### src/rtl/seg_addr_pkg.sv
package seg_addr_pkg;

  typedef struct packed {
    logic issue;
    logic raiseGp;
    logic raiseSs;
  } seg_strobe_t;

endpackage

### src/rtl/seg_addr_ctrl.sv
module seg_addr_ctrl
  import seg_addr_pkg::*;
(
  input  logic        reqValid,
  input  logic        isWrite,
  input  logic        isStack,
  input  logic        segCode,
  input  logic        segWritable,
  input  logic        inBounds,
  output seg_strobe_t strobe
);

  logic typeBad;
  logic boundBad;

  always_comb begin
    typeBad  = isWrite && (segCode || !segWritable);
    boundBad = !inBounds;
    strobe.issue   = reqValid && !typeBad && !boundBad;
    strobe.raiseSs = reqValid && !typeBad && boundBad && isStack;
    strobe.raiseGp = reqValid && (typeBad || (boundBad && !isStack));
  end

endmodule

### src/rtl/seg_addr_dp.sv
module seg_addr_dp
  import seg_addr_pkg::*;
#(
  parameter int ADDR_W     = 32,
  parameter int LIMIT_W    = 20,
  parameter int GRAN_SHIFT = 12,
  parameter int SIZE_W     = 2,
  parameter int SMALL_W    = 16,
  parameter int VEC_W      = 8,
  parameter int SS_VEC     = 12,
  parameter int GP_VEC     = 13
) (
  input  logic              clk,
  input  logic              rstN,
  input  logic [ADDR_W-1:0] offset,
  input  logic [SIZE_W-1:0] sizeCode,
  input  logic [ADDR_W-1:0] segBase,
  input  logic [LIMIT_W-1:0] segLimit,
  input  logic              segGran,
  input  logic              segExpDown,
  input  logic              segBig,
  input  logic              segCode,
  input  seg_strobe_t       strobe,
  output logic              inBounds,
  output logic              linValid,
  output logic [ADDR_W-1:0] linAddr,
  output logic              faultValid,
  output logic [VEC_W-1:0]  faultVector
);

  localparam int SCALED_W = LIMIT_W + GRAN_SHIFT;
  localparam logic [ADDR_W-1:0] SMALL_TOP = {{(ADDR_W-SMALL_W){1'b0}}, {SMALL_W{1'b1}}};
  localparam logic [ADDR_W-1:0] BIG_TOP   = {ADDR_W{1'b1}};

  logic [ADDR_W-1:0] byteLimit;
  logic [ADDR_W-1:0] pageLimit;
  logic [ADDR_W-1:0] effLimit;
  logic [ADDR_W:0]   lastExt;
  logic [ADDR_W-1:0] lastByte;
  logic [ADDR_W-1:0] downTop;
  logic              wraps;
  logic              normalOk;
  logic              downOk;

  assign byteLimit = {{(ADDR_W-LIMIT_W){1'b0}}, segLimit};

  generate
    if (SCALED_W >= ADDR_W) begin : g_full
      logic [SCALED_W-1:0] scaled;
      assign scaled    = {segLimit, {GRAN_SHIFT{1'b1}}};
      assign pageLimit = scaled[ADDR_W-1:0];
    end else begin : g_narrow
      assign pageLimit = {{(ADDR_W-SCALED_W){1'b0}}, segLimit, {GRAN_SHIFT{1'b1}}};
    end
  endgenerate

  always_comb begin
    effLimit = segGran ? pageLimit : byteLimit;
    lastExt  = {1'b0, offset} + (({{ADDR_W{1'b0}}, 1'b1}) << sizeCode) - {{ADDR_W{1'b0}}, 1'b1};
    lastByte = lastExt[ADDR_W-1:0];
    wraps    = lastExt[ADDR_W];
    downTop  = segBig ? BIG_TOP : SMALL_TOP;
    normalOk = !wraps && (lastByte <= effLimit);
    downOk   = !wraps && (offset > effLimit) && (lastByte <= downTop);
    inBounds = (segExpDown && !segCode) ? downOk : normalOk;
  end

  always_ff @(posedge clk) begin
    if (!rstN) begin
      linValid    <= 1'b0;
      faultValid  <= 1'b0;
      faultVector <= '0;
      linAddr     <= '0;
    end else begin
      linValid   <= strobe.issue;
      faultValid <= strobe.raiseGp || strobe.raiseSs;
      if (strobe.raiseSs)      faultVector <= VEC_W'(SS_VEC);
      else if (strobe.raiseGp) faultVector <= VEC_W'(GP_VEC);
      else                     faultVector <= '0;
      if (strobe.issue) linAddr <= segBase + offset;
    end
  end

endmodule

### src/rtl/seg_addr_unit.sv
module seg_addr_unit
  import seg_addr_pkg::*;
#(
  parameter int ADDR_W     = 32,
  parameter int LIMIT_W    = 20,
  parameter int GRAN_SHIFT = 12,
  parameter int SIZE_W     = 2,
  parameter int SMALL_W    = 16,
  parameter int VEC_W      = 8,
  parameter int SS_VEC     = 12,
  parameter int GP_VEC     = 13
) (
  input  logic               clk,
  input  logic               rstN,
  input  logic               reqValid,
  input  logic [ADDR_W-1:0]  offset,
  input  logic [SIZE_W-1:0]  sizeCode,
  input  logic               isWrite,
  input  logic               isStack,
  input  logic [ADDR_W-1:0]  segBase,
  input  logic [LIMIT_W-1:0] segLimit,
  input  logic               segGran,
  input  logic               segExpDown,
  input  logic               segBig,
  input  logic               segCode,
  input  logic               segWritable,
  output logic               linValid,
  output logic [ADDR_W-1:0]  linAddr,
  output logic               faultValid,
  output logic [VEC_W-1:0]   faultVector
);

  seg_strobe_t strobe;
  logic        inBounds;

  seg_addr_ctrl u_ctrl (
    .reqValid   (reqValid),
    .isWrite    (isWrite),
    .isStack    (isStack),
    .segCode    (segCode),
    .segWritable(segWritable),
    .inBounds   (inBounds),
    .strobe     (strobe)
  );

  seg_addr_dp #(
    .ADDR_W(ADDR_W), .LIMIT_W(LIMIT_W), .GRAN_SHIFT(GRAN_SHIFT), .SIZE_W(SIZE_W),
    .SMALL_W(SMALL_W), .VEC_W(VEC_W), .SS_VEC(SS_VEC), .GP_VEC(GP_VEC)
  ) u_dp (
    .clk        (clk),
    .rstN       (rstN),
    .offset     (offset),
    .sizeCode   (sizeCode),
    .segBase    (segBase),
    .segLimit   (segLimit),
    .segGran    (segGran),
    .segExpDown (segExpDown),
    .segBig     (segBig),
    .segCode    (segCode),
    .strobe     (strobe),
    .inBounds   (inBounds),
    .linValid   (linValid),
    .linAddr    (linAddr),
    .faultValid (faultValid),
    .faultVector(faultVector)
  );

endmodule

### config.mk
export PLATFORM = sky130hd
export DESIGN_NAME = seg_addr_unit
export DESIGN_NICKNAME = d
export VERILOG_FILES = /design/src/rtl/seg_addr_pkg.sv /design/src/rtl/seg_addr_ctrl.sv /design/src/rtl/seg_addr_dp.sv /design/src/rtl/seg_addr_unit.sv
export SDC_FILE = /design/constraint.sdc
export NUM_CORES = 1
export LEC_CHECK = 0
export ABC_AREA = 1
export CAP_MARGIN = 10
export CORE_MARGIN = 3
export CORE_UTILIZATION = 40
export CTS_CLUSTER_SIZE = 20
export DETAILED_ROUTE_END_ITERATION = 7
export GPL_TIMING_DRIVEN = 1
export MAX_ROUTING_LAYER = met4
export SLEW_MARGIN = 20
export SYNTH_ARGS = -nofsm -noshare
export SYNTH_HDL_FRONTEND = slang
export SYNTH_HIERARCHICAL = 1
export SYNTH_SLANG_ARGS = --single-unit
### constraint.sdc
create_clock -name clk -period 5.46 [get_ports clk]
set_clock_uncertainty 0.2 [all_clocks]
set_input_delay 0.819 -clock clk [delete_from_list [all_inputs] [get_ports clk]]
set_output_delay 0.819 -clock clk [all_outputs]
set_load 0.01 [all_outputs]
==> summary.txt, run 1 <==
Logic synthesis
  • Area leader, netlist: ha_1
  • Sequential area share after synthesis: 0.0955
  • Adder-Cell Fraction of Synth Area: 0.254
  • Cell count after synthesis: 1195
  • FF+latch count, synth: 35
  • Largest family of logic cells by synthesized area: simple AND/OR/NAND/NOR gates
  • Synth Area in Simple Gates: 0.319
  • Netlist cell types: 48
  • Post-Synth XOR/XNOR Area: 0.0394
  • Mux share of post-synthesis cell area: 0.0109
  • Post-synth ARST share: 0
  • Syn. warnings: 6
  • Post-synth EDFFs: 0
  • Mapped Area: 0.00734 sq mm
  • Synth Area per Inst: around 6 sq um
  • Synth top area share: 0.249
  • Synth Area in Compound Gates: 0.174
  • Top cells by area, synth: ha_1, nand2_1, dfxtp_1
  • Main synth FF type: dfxtp_1

Worst setup path
  • Worst EP required: 5.44 ns
  • Critical path class: in -> reg
  • Critical Path Start Type: input pin
  • R2r setup slk: 4.53 ns
  • CP max stage cell: clkdlybuf4s50_1
  • Reg2Reg Depth: 4
  • Crit path capture type: register
  • Worst r2r src: u_dp/linAddr[10]$_SDFFE_PN0P_
  • CP peak stage delay: 0.50 ns
  • Worst Path Max Fanout: 6
  • R2R Path End: u_dp/linAddr[10]$_SDFFE_PN0P_
  • CP arrival: 5.23 ns

Place
  • Hpwl dp: between 20 and 25 mm
  • PortBufs: 132
  • Gpl congestion: 0.972
  • Pre-CTS setup slack: -0.341 ns
  • Dpl cell area: approximately 0.0094 sq mm
  • Placed Cells: approximately 1600

GRT
  • Largest net degree at the start of global routing: 20
  • Global-route usage over all layers: 0.252
  • Vias in the first global route: 7881
  • Wire length of the first global-routing pass: roughly 40 mm
  • Overflow after GRT: 0
  • Antenna violations before repair: 0

Route
  • Post-Route WL: between 20 and 30 mm
  • 1st-iter DRT viols: about 550
  • DRT antenna net count: 0
  • DRC viols: 0
  • Routed WL per cell: 15.4 microns
  • Via count: 8391
  • Pre-antenna DRT Iters: 5
  • Avg Vias per Cell: 5.16

Power
  • Seq pwr share: 0.169
  • Net Sw Frac: 0.429
  • IR drop worst, VDD: 0.137 mV
  • P_sw: between 0.7 and 0.8 mW
  • Comb pwr share: 0.638
  • Internal Power: about 0.99 mW
  • P_leak: 5.08 nW
  • Clk pwr share: 0.193
  • Pwr/cell area: about 180 mW/mm^2
  • Power, Total: 1.74 mW

STA
  • Rel. slew slack: 0.492
  • Worst-margin pin slew: 0.760 ns
  • Hold_ws: 0.287 ns
  • Setup WS post-layout: 0.206 ns
  • Post-layout minimum cycle time: 5.25 ns
  • Final period util: 0.962
  • Setup TNS Final: 0 ns
  • Final Max Slew Viols: 0
  • Max Fclk: 190 MHz
  • Setup violations, final: 0
  • Hold Fails Final Rpt: 0

Die
  • Die Y: 141 microns
  • Initial Util: 0.417
  • Die Width: roughly 140 microns
  • Top Ports: between 100 and 150
  • Core area: 0.0176 sq mm
  • Cell Rows: 48
  • Die area: 0.0200 sq mm

Final layout
  • Commonest non-fill, non-tap cell in the layout: nand2_1
  • Most frequent cells in the layout: nand2_1, inv_1, ha_1
  • Fin area: 0.00985 sq mm
  • N_diodes: 0
  • Post-layout util: 0.560
  • Fin nets: 1644
  • Final Non-Filler Cells: 1626
  • Synthesis-to-layout area growth: 34.3%
  • Layout cells sized above 1: 0.119

Worst hold path
  • Hold WC Path Type: reg -> reg
  • HP Start: u_dp/linAddr[21]$_SDFFE_PN0P_
  • Hold Path Stages: 2
  • Worst Hold End: u_dp/linAddr[21]$_SDFFE_PN0P_

Clock tree
  • CTS tree: done
  • Worst skew pair latency: 0.28 ns
  • Clock slew at reported path FFs: about 0.060 ns
  • CTS buffer count: 5
  • H-Tree Depth: 2
  • Cts hold-fix bufs: 0
  • Root buffer cell: clkbuf_16
  • CTS sink cnt: 35
  • CTS Buffer Depth: 2

Job
  • MaxCap Viol Count: 0

Outcome
  • Status: completed
## worst max-delay path by stage
stage / start / endpoint
detailed placement: sizeCode[0] / u_dp/linAddr[26]$_SDFFE_PN0P_
global route: offset[9] / u_dp/linAddr[25]$_SDFFE_PN0P_
CTS: sizeCode[0] / u_dp/linAddr[24]$_SDFFE_PN0P_
global placement: sizeCode[0] / u_dp/linAddr[26]$_SDFFE_PN0P_
floorplan: sizeCode[1] / u_dp/linAddr[3]$_SDFFE_PN0P_
finish: offset[3] / u_dp/linAddr[9]$_SDFFE_PN0P_
## per-layer routing
metal | global-route usage | vias up | share of wire
li1 | - | 4372 | -
met1 | 0.356 | 3775 | 0.49
met2 | 0.400 | 219 | 0.44
met3 | 0.0297 | 25 | 0.055
met4 | 0.0323 | 0 | 0.013
met5 | - | - | 0
## cells in the mapped netlist (13+ instances only)
library cell  instances
a21oi_1             107
dfxtp_1              35
ha_1                146
inv_1               167
nand2_1             283
nand2_2              13
nand3_1              59
nand4_1              18
nor2_1              131
nor3_1               19
o21ai_0              62
xnor2_1              13
xor2_1               20
## worst max-delay path, delay by kind of cell
family                   cells  cell delay, ns
AND/OR/NAND/NOR             15            1.60
buffers and inverters        9            1.23
adder cells (fa/ha/maj)      3            0.73
AO/OA/AOI/OAI                4            0.60
XOR/XNOR                     1            0.24
## repair_timing
item                       4_1_cts  5_1_grt
gates resized for setup          5       44
gates cloned                     2        0
setup buffers                    3        6
setup endpoints to repair       19       35
pin swaps                        2       16
## registers in the layout, indices dropped and copies added (netlist names)
signal and cells:
u_dp/faultVector 2, u_dp/linAddr 32, u_dp/linValid 1
## power by group through the flow
stage,sequential [mW],combinational [mW],clock (mW)
global route,0.296,1.25,0.358
floorplan,0.309,0.642,0
detailed placement,0.299,1.05,0
CTS,0.293,1.07,0.341
finish,0.293,1.11,0.336
global placement,0.299,1.04,0
## final cells by class
class	count	area, sq um
fill	1836	7740
multi-input combinational	969	6040
timing repair buffer	214	1990
sequential	35	701
inverter	174	657
tap	225	282
clock buffer	6	139
clock inverter	2	35.0
timing repair inverter	1	7.51
## logic make-up after synthesis
family                     after synthesis
adders and majority gates              148
xor gates and xnor gates                33
AOI/OAI and AO/OA                      224
DFF                                     35
other                                    1
muxes                                    8
and+or+nand+nor                        551
buffers and inverters                  195
Note: power is estimated with default switching activity, not from simulation.
==> run 2: changes to the inputs <==
CORE_ASPECT_RATIO = 0.6   (was default)
==> run 2 against run 1 <==
  * Combinational power grew 8%
  * Sequential power is essentially flat
  * Critical path type unchanged
  * Critical endpoint is now u_dp/linAddr[17]$_SDFFE_PN0P_
  * Clock power grew 2%
  * Die area grew 0.26%
==> summary.txt, run 2 (same netlist as run 1, synthesis figures left out) <==
Clock tree
  • Root buffer cell: clkbuf_16
  • Cts hold-fix bufs: 0 (unchanged)
  • Worst skew pair latency: 0.28 ns (about the same)
  • CTS sink cnt: 35 (unchanged)
  • CTS tree: done
  • CTS buffer count: 5 (unchanged)
  • CTS Buffer Depth: 2 (unchanged)
  • Clock slew at reported path FFs: 0.06 ns (about the same)
  • H-Tree Depth: 2 (unchanged)

Final layout
  • Top reg by flops: u_dp/linAddr
  • Most frequent cells in the layout: nand2_1, inv_1, ha_1
  • Max reg flops: 32 (unchanged)
  • Synthesis-to-layout area growth: 39.5%
  • Fin nets: 1668 (+1.5%)
  • N_diodes: 0 (unchanged)
  • Layout cells sized above 1: 0.139 (+0.0197)
  • Post-layout util: 0.583 (+0.0235)
  • Fill count: 1773 (-3.4%)
  • Final Non-Filler Cells: 1659 (+2.0%)
  • Biggest regs: u_dp/linAddr x32, u_dp/faultVector x2, u_dp/linValid x1
  • Commonest non-fill, non-tap cell in the layout: nand2_1

Power
  • P_leak: 5.21 nW (+2.6%)
  • Pwr/cell area: 179 mW/mm^2 (+1.5%)
  • IR drop worst, VDD: 0.128 mV (-6.3%)

Worst hold path
  • Hold Path Stages: 2 (unchanged)
  • Worst Hold End: u_dp/linAddr[21]$_SDFFE_PN0P_
  • Hold WC Path Type: reg -> reg
  • HP Start: u_dp/linAddr[21]$_SDFFE_PN0P_

Place
  • Placed Cells: 1634 (+1.7%)
  • Hpwl dp: 22.9 mm (+6.0%)
  • PortBufs: 132 (unchanged)
  • Gpl congestion: 0.945 (-2.7%)

Route
  • Avg Vias per Cell: 5.22 (+1.1%)
  • 1st-iter DRT viols: 748 (+36%)
  • Post-Route WL: 27.2 mm (+8.5%)
  • Routed WL per cell: 16.4 microns (+6.3%)
  • DRC viols: 0 (unchanged)
  • DRT antenna net count: 0 (unchanged)
  • DR WL met2: 10.3 mm (-6.8%)
  • Routed wl met3: 2.33 mm (+68%)
  • Pre-antenna DRT Iters: 5 (unchanged)
  • Met1 Wirelength: 14.5 mm (+17%)
  • Top sig layer: met4
  • Via count: 8653 (+3.1%)

Worst setup path
  • CP bufs+invs: 9 (unchanged)
  • Worst EP required: 5.47 ns (+0.03 ns)
  • R2r setup slk: 4.50 ns (-0.03 ns)
  • R2R Path End: u_dp/linAddr[15]$_SDFFE_PN0P_
  • Critical path class: in -> reg
  • CP delay by family, top: simple AND/OR/NAND/NOR gates
  • CP max stage cell: clkdlybuf4s50_1
  • Critical Path Start Type: input pin
  • CP most frequent cell: nand2_2
  • Reg2Reg Depth: 4 (unchanged)
  • Worst r2r src: u_dp/linAddr[15]$_SDFFE_PN0P_
  • CP peak stage delay: 0.48 ns (-0.02 ns)
  • Worst Path Max Fanout: 10 (+4)
  • Crit path capture type: register
  • CP arrival: 5.24 ns (about the same)

Die
  • Die Y: 111 microns (-22%)
  • Core area: 0.0175 sq mm (-0.29%)
  • Cell Rows: 37 (-23%)
  • Initial Util: 0.418 (+0.00122)
  • Die Width: 181 microns (+28%)
  • Die area: 0.0201 sq mm (+0.26%)
  • Top Ports: 138 (unchanged)

STA
  • Post-layout minimum cycle time: 5.23 ns (-0.0224 ns)
  • Rel. slew slack: 0.518 (+0.0259)
  • Setup violations, final: 0 (unchanged)
  • RSZ-0062 raised after global routing: true
  • Max Fclk: 191 MHz (+0.43%)
  • Final Max Slew Viols: 0 (unchanged)
  • Worst-margin pin slew: 0.721 ns (-0.0387 ns)
  • Hold Fails Final Rpt: 0 (unchanged)
  • Final period util: 0.958 (-0.00411)

GRT
  • Antenna violations before repair: 0 (unchanged)
  • Vias in the first global route: 7945 (+0.81%)
  • Largest net degree at the start of global routing: 20 (unchanged)
  • Overflow after GRT: 0 (unchanged)
  • Wire length of the first global-routing pass: 42.7 mm (+7.1%)
  • Global-route usage over all layers: 0.270 (+0.0180)

Job
  • MaxCap Viol Count: 0 (unchanged)

Outcome
  • Status: completed
run 2: cell types whose count changed in the layout (fill, tap and decap cells not counted), sizes merged:
cell and delta:
dlygate4sd2 +3, buf +22, clkbuf +1, bufbuf +1, clkdlybuf4s50 -2, dlymetal6s2s -1
run 2: power by group:
| part | internal (mW) | switching (mW) |
|---|---|---|
| Sequential | 0.280 | 0.0130 |
| Clock | 0.227 | 0.115 |
| Combinational | 0.534 | 0.664 |
| Total | 1.04 | 0.792 |
run 2: metal layers:
layer	vias up	GRT usage
met5	-	-
met2	337	0.365
met1	3885	0.429
met3	12	0.0420
li1	4419	-
met4	0	0.0204
run 2: how the worst max path moves through the flow:
| stage | from | end | slack, ns | cells past startpoint |
|---|---|---|---|---|
| 2_1_floorplan | sizeCode[1] | u_dp/linAddr[3]$_SDFFE_PN0P_ | 0.50 | 35 |
| 3_3_place_gp | sizeCode[0] | u_dp/linAddr[26]$_SDFFE_PN0P_ | -0.31 | 32 |
| 3_5_place_dp | sizeCode[1] | u_dp/linAddr[26]$_SDFFE_PN0P_ | -0.46 | 33 |
| 4_1_cts | offset[3] | u_dp/linAddr[0]$_SDFFE_PN0P_ | 0.003 | 32 |
| 5_1_grt | offset[3] | u_dp/linAddr[25]$_SDFFE_PN0P_ | -0.09 | 34 |
| 6_report | offset[3] | u_dp/linAddr[17]$_SDFFE_PN0P_ | 0.23 | 34 |
run 2: what timing repair did:
item | CTS | global route
endpoints found under the setup margin | 32 | 33
buffers inserted | 6 | 6
pin swaps | 9 | 30
gates resized for setup | 18 | 51
cloned | 4 | 2
run 2: final cells by class:
class	count	area, sq um	share of cell area
Tap cell	234	293	0.0286
Timing Repair Buffer	238	2260	0.221
Multi-Input combinational cell	969	6140	0.600
Clock buffer	6	139	0.0136
Inverter	174	657	0.0642
Clock inverter	2	35.0	0.00342
Timing Repair inverter	1	7.51	0.000733
Sequential cell	35	701	0.0685
run 2: worst reg2reg max path, cell delays in order (launching register included):
cell and delay, ns:
dfxtp_1 0.31, nor2_1 0.13, nor2_1 0.05, o21ai_0 0.10
inv_1 0.06
run 2: through the flow:
step           setup TNS [ns]  power (mW)  hold WS (ns)  cell area [sq um]  worst slack, ns
2_1_floorplan               0       0.951         0.316               7350            0.505
3_3_place_gp            -8.07        1.37         0.272               9530           -0.309
3_5_place_dp           -13.48        1.38         0.272               9530           -0.464
4_1_cts                     0        1.77         0.286               9940          0.00327
5_1_grt                 -1.48        1.99         0.321              10200          -0.0938
6_report                    0        1.83         0.281              10200            0.228
==> run 3: changes to the inputs <==
PLACE_DENSITY = 0.66   (was default)
clock period = 4.3 ns   (was 5.46 ns; I/O delays follow)
==> run 3 against run 2 <==
  * Sequential share of layout area down 0.66 points
  * Global-route usage up 0.66 points
  * Final cell count up 5.4%
  * Largest power group unchanged
  * The run now ends with setup timing left
  * Highest routed layer unchanged
  * Die area unchanged
  * Critical path depth up 1
  * Sequential power up 28%
  * Combinational power up 47%
  * Power up 36%
  * Clock power up 3%
  * Clock-buffer cell count up 1
==> summary.txt, run 3 (same netlist as run 1, synthesis figures left out) <==
Power
  • P_leak: 5.78 nW (+11%)
  • Pwr/cell area: 220 mW/mm^2 (+23%)
  • IR drop worst, VDD: 0.136 mV (+6.3%)

STA
  • Rel. slew slack: 0.505 (-0.0133)
  • Final Max Slew Viols: 0 (unchanged)
  • Hold Fails Final Rpt: 0 (unchanged)
  • Setup WS post-layout: -0.633 ns (-0.861 ns)
  • Final period util: 1.15
  • Post-layout minimum cycle time: 4.93 ns
  • Setup violations, final: 35 (+35)
  • Hold_ws: 0.296 ns (+0.0146 ns)
  • RSZ-0062 raised after global routing: true
  • Worst-margin pin slew: 0.742 ns (+0.0214 ns)
  • Max Fclk: about 200 MHz
  • Setup TNS Final: -17.34 ns (-17.34 ns)

GRT
  • Largest net degree at the start of global routing: 33 (+65%)
  • Global-route usage over all layers: 0.277 (+0.00655)
  • Wire length of the first global-routing pass: 43.9 mm (+2.8%)
  • Overflow after GRT: 0 (unchanged)
  • Antenna violations before repair: 0 (unchanged)
  • Vias in the first global route: 8450 (+6.4%)

Final layout
  • Synthesis-to-layout area growth: 54.3%
  • Post-layout util: 0.645 (+0.0618)
  • Layout cells sized above 1: 0.242 (+0.103)
  • Fill count: 1576 (-11%)
  • N_diodes: 0 (unchanged)
  • Commonest non-fill, non-tap cell in the layout: nand2_1
  • Biggest regs: u_dp/linAddr x32, u_dp/faultVector x2, u_dp/linValid x1
  • Top reg by flops: u_dp/linAddr
  • Most frequent cells in the layout: nand2_1, buf_4, inv_1
  • Fin nets: 1758 (+5.4%)
  • Max reg flops: 32 (unchanged)

Worst hold path
  • Hold WC Path Type: reg -> reg

Clock tree
  • CTS Buffer Depth: 2 (unchanged)
  • Root buffer cell: clkbuf_16
  • CTS sink cnt: 35 (unchanged)
  • CTS tree: done
  • Clock slew at reported path FFs: 0.05 ns (about the same)
  • H-Tree Depth: 2 (unchanged)
  • Worst skew pair latency: 0.28 ns (about the same)
  • CTS buffer count: 5 (unchanged)

Worst setup path
  • CP max stage cell: fa_2
  • CP most frequent cell: nand2_1
  • Worst EP required: 4.27 ns (-1.20 ns)
  • Crit path capture type: register
  • CP peak stage delay: 0.34 ns (-0.14 ns)
  • Critical path class: in -> reg
  • Critical Path Start Type: input pin
  • CP arrival: 4.91 ns (-0.33 ns)
  • Worst Path Max Fanout: 5 (-5)
  • R2r setup slk: 3.37 ns (-1.13 ns)

Route
  • DRC viols: 0 (unchanged)
  • Routed WL per cell: 16.6 microns (+0.83%)
  • Via count: 9148 (+5.7%)
  • DRT antenna net count: 0 (unchanged)
  • Post-Route WL: 29.0 mm (+6.3%)
  • 1st-iter DRT viols: 984 (+32%)
  • Avg Vias per Cell: 5.23 (+0.28%)
  • Pre-antenna DRT Iters: 6 (+1)

Outcome
  • Status: finished, violations left
  • Failing checks: setup timing

Die
  • Initial Util: 0.418 (unchanged)
  • Cell Rows: 37 (unchanged)
  • Top Ports: 138 (unchanged)
  • Die area: 0.0201 sq mm (unchanged)
  • Core area: 0.0175 sq mm (unchanged)
  • Die Width: 181 microns (unchanged)
  • Die Y: 111 microns (unchanged)

Job
  • MaxCap Viol Count: 0 (unchanged)

Place
  • PortBufs: 132 (unchanged)
  • Hpwl dp: 23.6 mm (+3.1%)
  • Gpl congestion: 0.941 (-0.41%)
run 3: final cells by class:
type                            instances  area [sq um]  share of cell area
Clock buffer                            7           133              0.0117
Clock inverter                          1          5.00            0.000442
Multi-Input combinational cell        969          6570               0.580
Inverter                              174           661              0.0584
Timing Repair Buffer                  329          2960               0.261
Tap cell                              234           293              0.0259
Sequential cell                        35           701              0.0619
run 3: final timing paths:
check / cells past startpoint / startpoint / to
hold reg to reg: 2 / u_dp/linAddr[27]$_SDFFE_PN0P_ / u_dp/linAddr[27]$_SDFFE_PN0P_
hold / removal: 2 / u_dp/linAddr[27]$_SDFFE_PN0P_ / u_dp/linAddr[27]$_SDFFE_PN0P_
setup reg to reg: 4 / u_dp/linAddr[26]$_SDFFE_PN0P_ / u_dp/linAddr[26]$_SDFFE_PN0P_
setup / recovery: 35 / sizeCode[1] / u_dp/linAddr[26]$_SDFFE_PN0P_
run 3: timing repair:
action / 4_1_cts / 5_1_grt
pin swaps: 41 / 58
hold buffers: 0 / 0
gates resized for setup: 93 / 109
setup buffers: 19 / 5
endpoints found under the hold margin: 0 / 0
endpoints found under the setup margin: 35 / 35
gates cloned: 5 / 2
run 3: worst max-delay path: cells and delay by family:
family | cells | cell delay (ns)
xor+xnor | 1 | 0.13
compound gates | 8 | 1.16
buf+inv | 9 | 0.85
simple gates | 13 | 1.07
fa+ha+maj | 4 | 1.05
run 3: per-stage QoR:
step	std cells	cell area (sq um)	setup slack (ns)	power, mW
after floorplan	1199	7430	-0.169	1.22
after global placement	1712	10200	-1.21	1.85
after detailed placement	1712	10200	-1.37	1.88
after CTS	1744	10800	-0.502	2.36
after global routing	1749	11300	-0.883	2.68
final	1749	11300	-0.633	2.49
run 3: where the power goes:
part           internal [mW]  switching (mW)
clock network          0.214           0.137
registers              0.356          0.0183
logic                  0.827           0.937
run 3: layer usage:
layer	vias up	track usage	share of wire
li1	4603	-	-
met1	4127	0.422	0.50
met2	392	0.385	0.40
met3	26	0.0489	0.090
met4	0	0.0347	0.010
met5	-	-	0
